==> config.mk <==
export PLATFORM = sky130hd
export DESIGN_NAME = tmr_pair
export DESIGN_NICKNAME = d
export VERILOG_FILES = /design/src/rtl/tmr_pkg.sv /design/src/rtl/tmr_prescaler.sv /design/src/rtl/tmr_edge_det.sv /design/src/rtl/tmr_unit.sv /design/src/rtl/tmr_pair.sv
export SDC_FILE = /design/constraint.sdc
export NUM_CORES = 1
export LEC_CHECK = 0
export CAP_MARGIN = 10
export CORE_MARGIN = 4
export CORE_UTILIZATION = 35
export CTS_CLUSTER_SIZE = 25
export DETAILED_ROUTE_END_ITERATION = 12
export DONT_BUFFER_PORTS = 1
export PLACE_DENSITY = 0.51
export SYNTH_ARGS = -nofsm -noshare
export SYNTH_HDL_FRONTEND = slang
export SYNTH_HIERARCHICAL = 1
export SYNTH_SLANG_ARGS = --single-unit
==> constraint.sdc <==
create_clock -name clk -period 6.3 [get_ports clk]
set_input_delay 0.63 -clock clk [delete_from_list [all_inputs] [get_ports clk]]
set_output_delay 0.63 -clock clk [all_outputs]
set_load 0.005 [all_outputs]
==> src/rtl/tmr_pkg.sv <==
package tmr_pkg;
  localparam int N_UNITS = 2;
  localparam int BYTE_W  = 8;
  localparam int CNT_W   = 2 * BYTE_W;
  localparam int PS_W    = 4;
  localparam int WCODE_W = 3;
  localparam int ADDR_W  = 4;
  localparam int MAX_WCODE = (1 << WCODE_W) - 1;

  localparam int A_CTRL  = 0;
  localparam int A_CFG0  = 1;
  localparam int A_PRESC = N_UNITS + 1;
  localparam int A_UNIT0 = N_UNITS + 2;
  localparam int UNIT_SPAN = 4;

  typedef enum logic [1:0] {
    MD_VARW  = 2'd0,
    MD_RLD16 = 2'd1,
    MD_RLD8  = 2'd2,
    MD_SPLIT = 2'd3
  } mode_e;

  typedef struct packed {
    logic [WCODE_W-1:0] wcode;
    logic               gate_en;
    logic               csel;
    mode_e              mode;
  } unit_cfg_t;

  localparam int CFG_W = $bits(unit_cfg_t);
endpackage

==> src/rtl/tmr_prescaler.sv <==
module tmr_prescaler #(
  parameter int PS_W = 4
) (
  input  logic            clk,
  input  logic            rst_n,
  input  logic [PS_W-1:0] ratio,
  input  logic            restart,
  output logic            tick
);
  logic [PS_W-1:0] cnt_q, cnt_d;

  assign tick = (cnt_q == ratio);

  always_comb begin
    if (restart || tick) cnt_d = '0;
    else                 cnt_d = cnt_q + 1'b1;
  end

  always_ff @(posedge clk or negedge rst_n) begin
    if (!rst_n) cnt_q <= '0;
    else        cnt_q <= cnt_d;
  end

  AST_TICK_GAP: assert property (@(posedge clk) disable iff (!rst_n)
    (tick && ratio != '0 && !restart) |=> !tick);
  AST_PHASE_BOUND: assert property (@(posedge clk) disable iff (!rst_n)
    !restart |=> (cnt_q <= ratio));
endmodule

==> src/rtl/tmr_edge_det.sv <==
module tmr_edge_det (
  input  logic clk,
  input  logic rst_n,
  input  logic pin,
  output logic fall
);
  logic [1:0] smp_q, smp_d;

  always_comb smp_d = {smp_q[0], pin};

  always_ff @(posedge clk or negedge rst_n) begin
    if (!rst_n) smp_q <= '0;
    else        smp_q <= smp_d;
  end

  assign fall = smp_q[1] & ~smp_q[0];

  AST_FALL_SPACED: assert property (@(posedge clk) disable iff (!rst_n)
    fall |=> !fall);
endmodule

==> src/rtl/tmr_unit.sv <==
module tmr_unit
  import tmr_pkg::*;
(
  input  logic              clk,
  input  logic              rst_n,
  input  logic              tick,
  input  logic              fall,
  input  logic              gate_pin,
  input  logic              run,
  input  unit_cfg_t         cfg,
  input  logic              wr_lo,
  input  logic              wr_hi,
  input  logic [BYTE_W-1:0] wdata,
  input  logic [CNT_W-1:0]  rld,
  output logic [CNT_W-1:0]  cnt,
  output logic              ovf,
  output logic              ovf_h,
  output logic              tog
);
  localparam logic [BYTE_W-1:0] BYTE_TOP = '1;
  localparam logic [CNT_W-1:0]  WORD_TOP = '1;

  logic [BYTE_W-1:0]  lo_q, lo_d, hi_q, hi_d;
  logic               tog_q, tog_d;
  logic               wr_any, src, inc, inc_h;
  logic [CNT_W-1:0]   cnt_q, vmask;
  logic [WCODE_W-1:0] shamt;

  assign cnt_q  = {hi_q, lo_q};
  assign wr_any = wr_lo | wr_hi;
  assign src    = cfg.csel ? fall : tick;
  assign inc    = run && (!cfg.gate_en || gate_pin) && src && !wr_any;
  assign inc_h  = run && tick && !wr_any;
  assign shamt  = WCODE_W'(MAX_WCODE) - cfg.wcode;
  assign vmask  = WORD_TOP >> shamt;

  always_comb begin
    lo_d  = lo_q;
    hi_d  = hi_q;
    ovf   = 1'b0;
    ovf_h = 1'b0;
    case (cfg.mode)
      MD_VARW: begin
        if (inc) begin
          if ((cnt_q & vmask) == vmask) begin
            ovf          = 1'b1;
            {hi_d, lo_d} = '0;
          end else begin
            {hi_d, lo_d} = (cnt_q + 1'b1) & vmask;
          end
        end
      end
      MD_RLD16: begin
        if (inc) begin
          if (cnt_q == WORD_TOP) begin
            ovf          = 1'b1;
            {hi_d, lo_d} = rld;
          end else begin
            {hi_d, lo_d} = cnt_q + 1'b1;
          end
        end
      end
      MD_RLD8, MD_SPLIT: begin
        if (inc) begin
          if (lo_q == BYTE_TOP) begin
            ovf  = 1'b1;
            lo_d = rld[BYTE_W-1:0];
          end else begin
            lo_d = lo_q + 1'b1;
          end
        end
        if (cfg.mode == MD_SPLIT && inc_h) begin
          if (hi_q == BYTE_TOP) begin
            ovf_h = 1'b1;
            hi_d  = rld[CNT_W-1:BYTE_W];
          end else begin
            hi_d = hi_q + 1'b1;
          end
        end
      end
      default: ;
    endcase
    if (wr_lo) lo_d = wdata;
    if (wr_hi) hi_d = wdata;
    tog_d = tog_q ^ ovf;
  end

  always_ff @(posedge clk or negedge rst_n) begin
    if (!rst_n) begin
      lo_q  <= '0;
      hi_q  <= '0;
      tog_q <= 1'b0;
    end else begin
      lo_q  <= lo_d;
      hi_q  <= hi_d;
      tog_q <= tog_d;
    end
  end

  assign cnt = cnt_q;
  assign tog = tog_q;

  AST_HOLD_IDLE: assert property (@(posedge clk) disable iff (!rst_n)
    (!run && !wr_any) |=> $stable(cnt_q));
  AST_VARW_MASK: assert property (@(posedge clk) disable iff (!rst_n)
    (cfg.mode == MD_VARW && inc) |=> ((cnt_q & ~$past(vmask)) == '0));
  AST_RELOAD16: assert property (@(posedge clk) disable iff (!rst_n)
    (ovf && cfg.mode == MD_RLD16) |=> (cnt_q == $past(rld)));
  AST_RLD8_HI: assert property (@(posedge clk) disable iff (!rst_n)
    (cfg.mode == MD_RLD8 && !wr_any) |=> (hi_q == $past(hi_q)));
  AST_SPLIT_RLD: assert property (@(posedge clk) disable iff (!rst_n)
    ovf_h |=> (hi_q == $past(rld[CNT_W-1:BYTE_W])));
  AST_TOGGLE: assert property (@(posedge clk) disable iff (!rst_n)
    ovf |=> (tog_q != $past(tog_q)));
  AST_WRITE_WINS: assert property (@(posedge clk) disable iff (!rst_n)
    wr_lo |=> (lo_q == $past(wdata)));
endmodule

==> src/rtl/tmr_pair.sv <==
module tmr_pair
  import tmr_pkg::*;
(
  input  logic               clk,
  input  logic               rst_n,
  input  logic               wr_en,
  input  logic [ADDR_W-1:0]  addr,
  input  logic [BYTE_W-1:0]  wdata,
  output logic [BYTE_W-1:0]  rdata,
  input  logic [N_UNITS-1:0] ext_cnt,
  input  logic [N_UNITS-1:0] ext_gate,
  output logic [N_UNITS-1:0] tog_out
);
  logic [N_UNITS-1:0] run_q, run_d, flag_q, flag_d, flagh_q, flagh_d;
  logic [N_UNITS-1:0] ovf_u, ovfh_u, fall_u;
  logic [PS_W-1:0]    presc_q, presc_d;
  logic               wr_ctrl, wr_presc, tick;
  unit_cfg_t          cfg_q [N_UNITS];
  logic [CNT_W-1:0]   rld_q [N_UNITS];
  logic [CNT_W-1:0]   cnt_u [N_UNITS];

  assign wr_ctrl  = wr_en && (addr == ADDR_W'(A_CTRL));
  assign wr_presc = wr_en && (addr == ADDR_W'(A_PRESC));

  tmr_prescaler #(.PS_W(PS_W)) u_presc (
    .clk(clk), .rst_n(rst_n), .ratio(presc_q), .restart(wr_presc), .tick(tick)
  );

  // control and prescaler registers
  always_comb begin
    run_d   = wr_ctrl ? wdata[N_UNITS-1:0] : run_q;
    presc_d = wdata[PS_W-1:0];
    for (int i = 0; i < N_UNITS; i++) begin
      flag_d[i]  = ovf_u[i]  | (flag_q[i]  & ~(wr_ctrl & ~wdata[N_UNITS+i]));
      flagh_d[i] = ovfh_u[i] | (flagh_q[i] & ~(wr_ctrl & ~wdata[2*N_UNITS+i]));
    end
  end

  always_ff @(posedge clk or negedge rst_n) begin
    if (!rst_n) begin
      run_q   <= '0;
      flag_q  <= '0;
      flagh_q <= '0;
      presc_q <= '0;
    end else begin
      run_q   <= run_d;
      flag_q  <= flag_d;
      flagh_q <= flagh_d;
      if (wr_presc) presc_q <= presc_d;
    end
  end

  for (genvar g = 0; g < N_UNITS; g++) begin : g_unit
    localparam int BASE = A_UNIT0 + UNIT_SPAN * g;
    logic      wr_cfg, wr_lo, wr_hi, wr_rl, wr_rh;
    unit_cfg_t cfg_d;
    logic [CNT_W-1:0] rld_d;

    assign wr_cfg = wr_en && (addr == ADDR_W'(A_CFG0 + g));
    assign wr_lo  = wr_en && (addr == ADDR_W'(BASE));
    assign wr_hi  = wr_en && (addr == ADDR_W'(BASE + 1));
    assign wr_rl  = wr_en && (addr == ADDR_W'(BASE + 2));
    assign wr_rh  = wr_en && (addr == ADDR_W'(BASE + 3));

    always_comb begin
      cfg_d = unit_cfg_t'(wdata[CFG_W-1:0]);
      rld_d = rld_q[g];
      if (wr_rl) rld_d[BYTE_W-1:0]     = wdata;
      if (wr_rh) rld_d[CNT_W-1:BYTE_W] = wdata;
    end

    always_ff @(posedge clk or negedge rst_n) begin
      if (!rst_n) begin
        cfg_q[g] <= '0;
        rld_q[g] <= '0;
      end else begin
        if (wr_cfg)         cfg_q[g] <= cfg_d;
        if (wr_rl || wr_rh) rld_q[g] <= rld_d;
      end
    end

    tmr_edge_det u_edge (
      .clk(clk), .rst_n(rst_n), .pin(ext_cnt[g]), .fall(fall_u[g])
    );

    tmr_unit u_unit (
      .clk(clk), .rst_n(rst_n), .tick(tick), .fall(fall_u[g]),
      .gate_pin(ext_gate[g]), .run(run_q[g]), .cfg(cfg_q[g]),
      .wr_lo(wr_lo), .wr_hi(wr_hi), .wdata(wdata), .rld(rld_q[g]),
      .cnt(cnt_u[g]), .ovf(ovf_u[g]), .ovf_h(ovfh_u[g]), .tog(tog_out[g])
    );

    AST_FLAG_SET: assert property (@(posedge clk) disable iff (!rst_n)
      ovf_u[g] |=> flag_q[g]);
    AST_FLAG_KEEP: assert property (@(posedge clk) disable iff (!rst_n)
      (flag_q[g] && !wr_ctrl) |=> flag_q[g]);
    AST_FLAGH_SET: assert property (@(posedge clk) disable iff (!rst_n)
      ovfh_u[g] |=> flagh_q[g]);
  end

  // read mux
  always_comb begin
    rdata = '0;
    if (addr == ADDR_W'(A_CTRL))  rdata = BYTE_W'({flagh_q, flag_q, run_q});
    if (addr == ADDR_W'(A_PRESC)) rdata = BYTE_W'(presc_q);
    for (int i = 0; i < N_UNITS; i++) begin
      if (addr == ADDR_W'(A_CFG0 + i)) rdata = BYTE_W'(cfg_q[i]);
      if (addr == ADDR_W'(A_UNIT0 + UNIT_SPAN * i))     rdata = cnt_u[i][BYTE_W-1:0];
      if (addr == ADDR_W'(A_UNIT0 + UNIT_SPAN * i + 1)) rdata = cnt_u[i][CNT_W-1:BYTE_W];
      if (addr == ADDR_W'(A_UNIT0 + UNIT_SPAN * i + 2)) rdata = rld_q[i][BYTE_W-1:0];
      if (addr == ADDR_W'(A_UNIT0 + UNIT_SPAN * i + 3)) rdata = rld_q[i][CNT_W-1:BYTE_W];
    end
  end
endmodule

==> results.cfg <==
[outcome]
status = finished clean

[drt]
wl_mm = 24.2
ant_nets = 0
drt_iter0_drc = 685
viasPerCell = 6.35
drc_errors = 0
dr.pass1.iters = 6
drt-wirelength-per-cell_um = 23.9
dr_total_vias = 6417

[floorplanning]
coreArea_sq_mm = 0.0197
fp.dieW_um = 150
start_util_pct = 35.9
dieArea_sq_mm = 0.0225
rows = 51
die_h_um = 150
io_pins = 29

[timing]
skew_ns = 0.00699
fin_crit_sh_pct = 54.5
period_minus_slack_ns = 3.44
maxSlewHeadroom_pct = 19.3
slew_violations = 0
max_freq_mhz = 291
hold_viol = 0
setup_viol = 0
tns_ns = 0
worstMarginPinSlew_ns = 1.20
rsz0062_at_grt = no

[critical_path]
critPathMaxStageDelay_ns = 0.95
crit_path_end_kind = flip-flop
critPathLaunchType = flip-flop
worst-path-max-fanout = 15
arrival_ns = 3.63
critical_path_class = flip-flop to flip-flop
slowest_stage = nor4_2
cp.required_ns = 6.50
path_cells = xor2_1, nor4_4, mux2i_1, nor4_2, and4_1, and2_1, a21boi_0, o31ai_1

[global_route]
grt_pass1_vias = 6185
grt_overflow = 0
grt_antenna_before_repair = 0
grt_pass1_wl_mm = 37.0
grtUsageTotal_pct = 21.4
grt_max_degree = 99

[power]
p_leak_uw = 0.00297
p_per_area_mw_per_mm2 = 315
peakVddDrop_mv = 0.153

[clock_network]
cts_tree = yes
cts_max_level = 3
cts-buffers-inserted = 9
cts_resized = 0
clock_sinks = 98
hold_buffers = 1
path_clk_slew_ns = 0.07
clock_path_buffers = 2
insertion_delay_ns = 0.36
cts_setup_buffers = 0
clockRootBuffer = clkbuf_16

[yosys]
syn_nets = 804
ys_seq_area_share_pct = 34.7
yosys_warnings = 6
ys_ff_latch = 98
synth_flop_cell = dfrtp_1
synthesis.area_sq_mm = 0.00706
synthCells = 780
synth_edf_count = 0
postSynth.asyncResetShare_pct = 100
synth.distinct_cells = 73
syn_avg_cell_area_sq_um = 9.05

[job]
drv_cap = 0

[final_layout]
n_antenna_cell = 0
finalNetCount = 764
fillers = 2062
layout_common_cells = dfrtp_1, nand2_1, nor2_1, mux2_2, a21oi_1
final_common_cell = dfrtp_1
final_cells = 1010
area_delta_synth_final_pct = 4.86
drive_gt1_share_pct = 13.2

[place]
dpl.cell_count = 993
hpwl_mm = 16.5
io_buffers = 0
gp_congestion = 0.916

[hold_path]
hold_path_class = input pin to async pin
-- cell type report --
cell class	instances	area [sq um]	area share, %
Tap cell	265	332	4.48
Clock inverter	5	35.0	0.473
Clock buffer	11	253	3.41
Sequential cell	98	2450	33.1
Inverter	26	97.6	1.32
Timing Repair Buffer	2	35.0	0.473
Multi-Input combinational cell	603	4200	56.7
-- power by group --
part	total, uW	switching, uW	leakage (uW)	internal (uW)
Combinational	693	366	0.00163	327
Clock	552	261	0.000142	291
Sequential	1090	310	0.00121	775
Total	2330	937	0.00297	1390
-- cells by family (layout without fill, tap and decap cells) --
logic type	Yosys count	count (layout)	share of synthesized area, %
AOI/OAI and AO/OA	233	233	23.8
xor gates and xnor gates	22	22	2.73
buffers and inverters	79	44	5.94
adders and majority gates	5	5	0.886
muxes	71	71	11.4
and+or+nand+nor	272	272	20.5
DFF	98	98	34.7
-- through the flow --
step	util, %	area, sq um	worst slack, ns	power [uW]	hold slack (ns)
after floorplan	-	7060	3.43	1550	0.334
after global placement	36.1	7090	2.77	1740	0.338
after detailed placement	36.1	7090	2.59	1750	0.338
after CTS	37.7	7400	2.91	2320	0.227
after global routing	37.7	7400	2.63	2450	0.238
final	37.7	7400	2.86	2330	0.186
-- synth_stat cells, drive strengths merged (7+ instances only) --
master  count  area share, %
dfrtp      98             35
nand2      70            3.7
nor2       61            3.7
mux2       57            9.1
a21oi      44            3.1
buf        37            3.7
nand3      27            1.9
o21ai      27            1.9
inv        26            1.4
a31oi      23            2.0
nor3       20            1.6
clkbuf     16           0.85
and2       14            1.3
nand2b     13            1.4
nor2b      13            1.4
xor2       13            1.6
and3       12            1.1
mux2i      12            1.7
nand4      12            1.1
o211ai     11            1.2
o22ai      11           0.97
o31ai      11            1.2
a22oi      10            1.1
xnor2       9            1.1
a21boi      8           0.85
a22o        7           0.87
nor4        7            1.0
-- per-layer routing --
metal | wire (um) | up-vias | track usage [%]
met3 | 1760 | 48 | 4.66
li1 | - | 2848 | -
met2 | 11500 | 304 | 34.6
met5 | 0 | - | 0
met4 | 667 | 0 | 7.82
met1 | 10300 | 3217 | 28.2
-- sequential cells by signal, summed over array words and instances (netlist names) --
register and cells:
cfg_q 14, g_unit.u_edge/smp_q 4, flag_q 2, g_unit.u_unit/tog 2
run_q 2, presc_q 4, u_presc/cnt_q 4, rld_q 32
g_unit.u_unit/lo_q 16, g_unit.u_unit/hi_q 16, flagh_q 2
-- worst paths after layout --
check | start | end | slack [ns] | cells after the start
min in group clk | ext_cnt[0] | g_unit[0].u_edge/smp_q[0]$_DFF_PN0_ | 0.30 | 0
max reg2reg | presc_q[0]$_DFFE_PN0P_ | g_unit[1].u_unit/lo_q[4]$_DFFE_PN0P_ | 2.86 | 8
min reg2reg | g_unit[0].u_edge/smp_q[0]$_DFF_PN0_ | g_unit[0].u_edge/smp_q[1]$_DFF_PN0_ | 0.43 | 0
max | presc_q[0]$_DFFE_PN0P_ | g_unit[1].u_unit/lo_q[4]$_DFFE_PN0P_ | 2.86 | 8
max in group asynchronous | rst_n | rld_q[25]$_DFFE_PN0P_ | 5.68 | 1
min | rst_n | g_unit[0].u_unit/lo_q[1]$_DFFE_PN0P_ | 0.19 | 1
-- worst max-delay path: cells and delay by family, from the launching register on --
kind / cells / cell delay, ns
xor+xnor: 1 / 0.21
compound gates: 2 / 0.29
mux: 1 / 0.26
flops: 1 / 0.43
simple gates: 4 / 2.09
(Power assumes the default switching activity.)
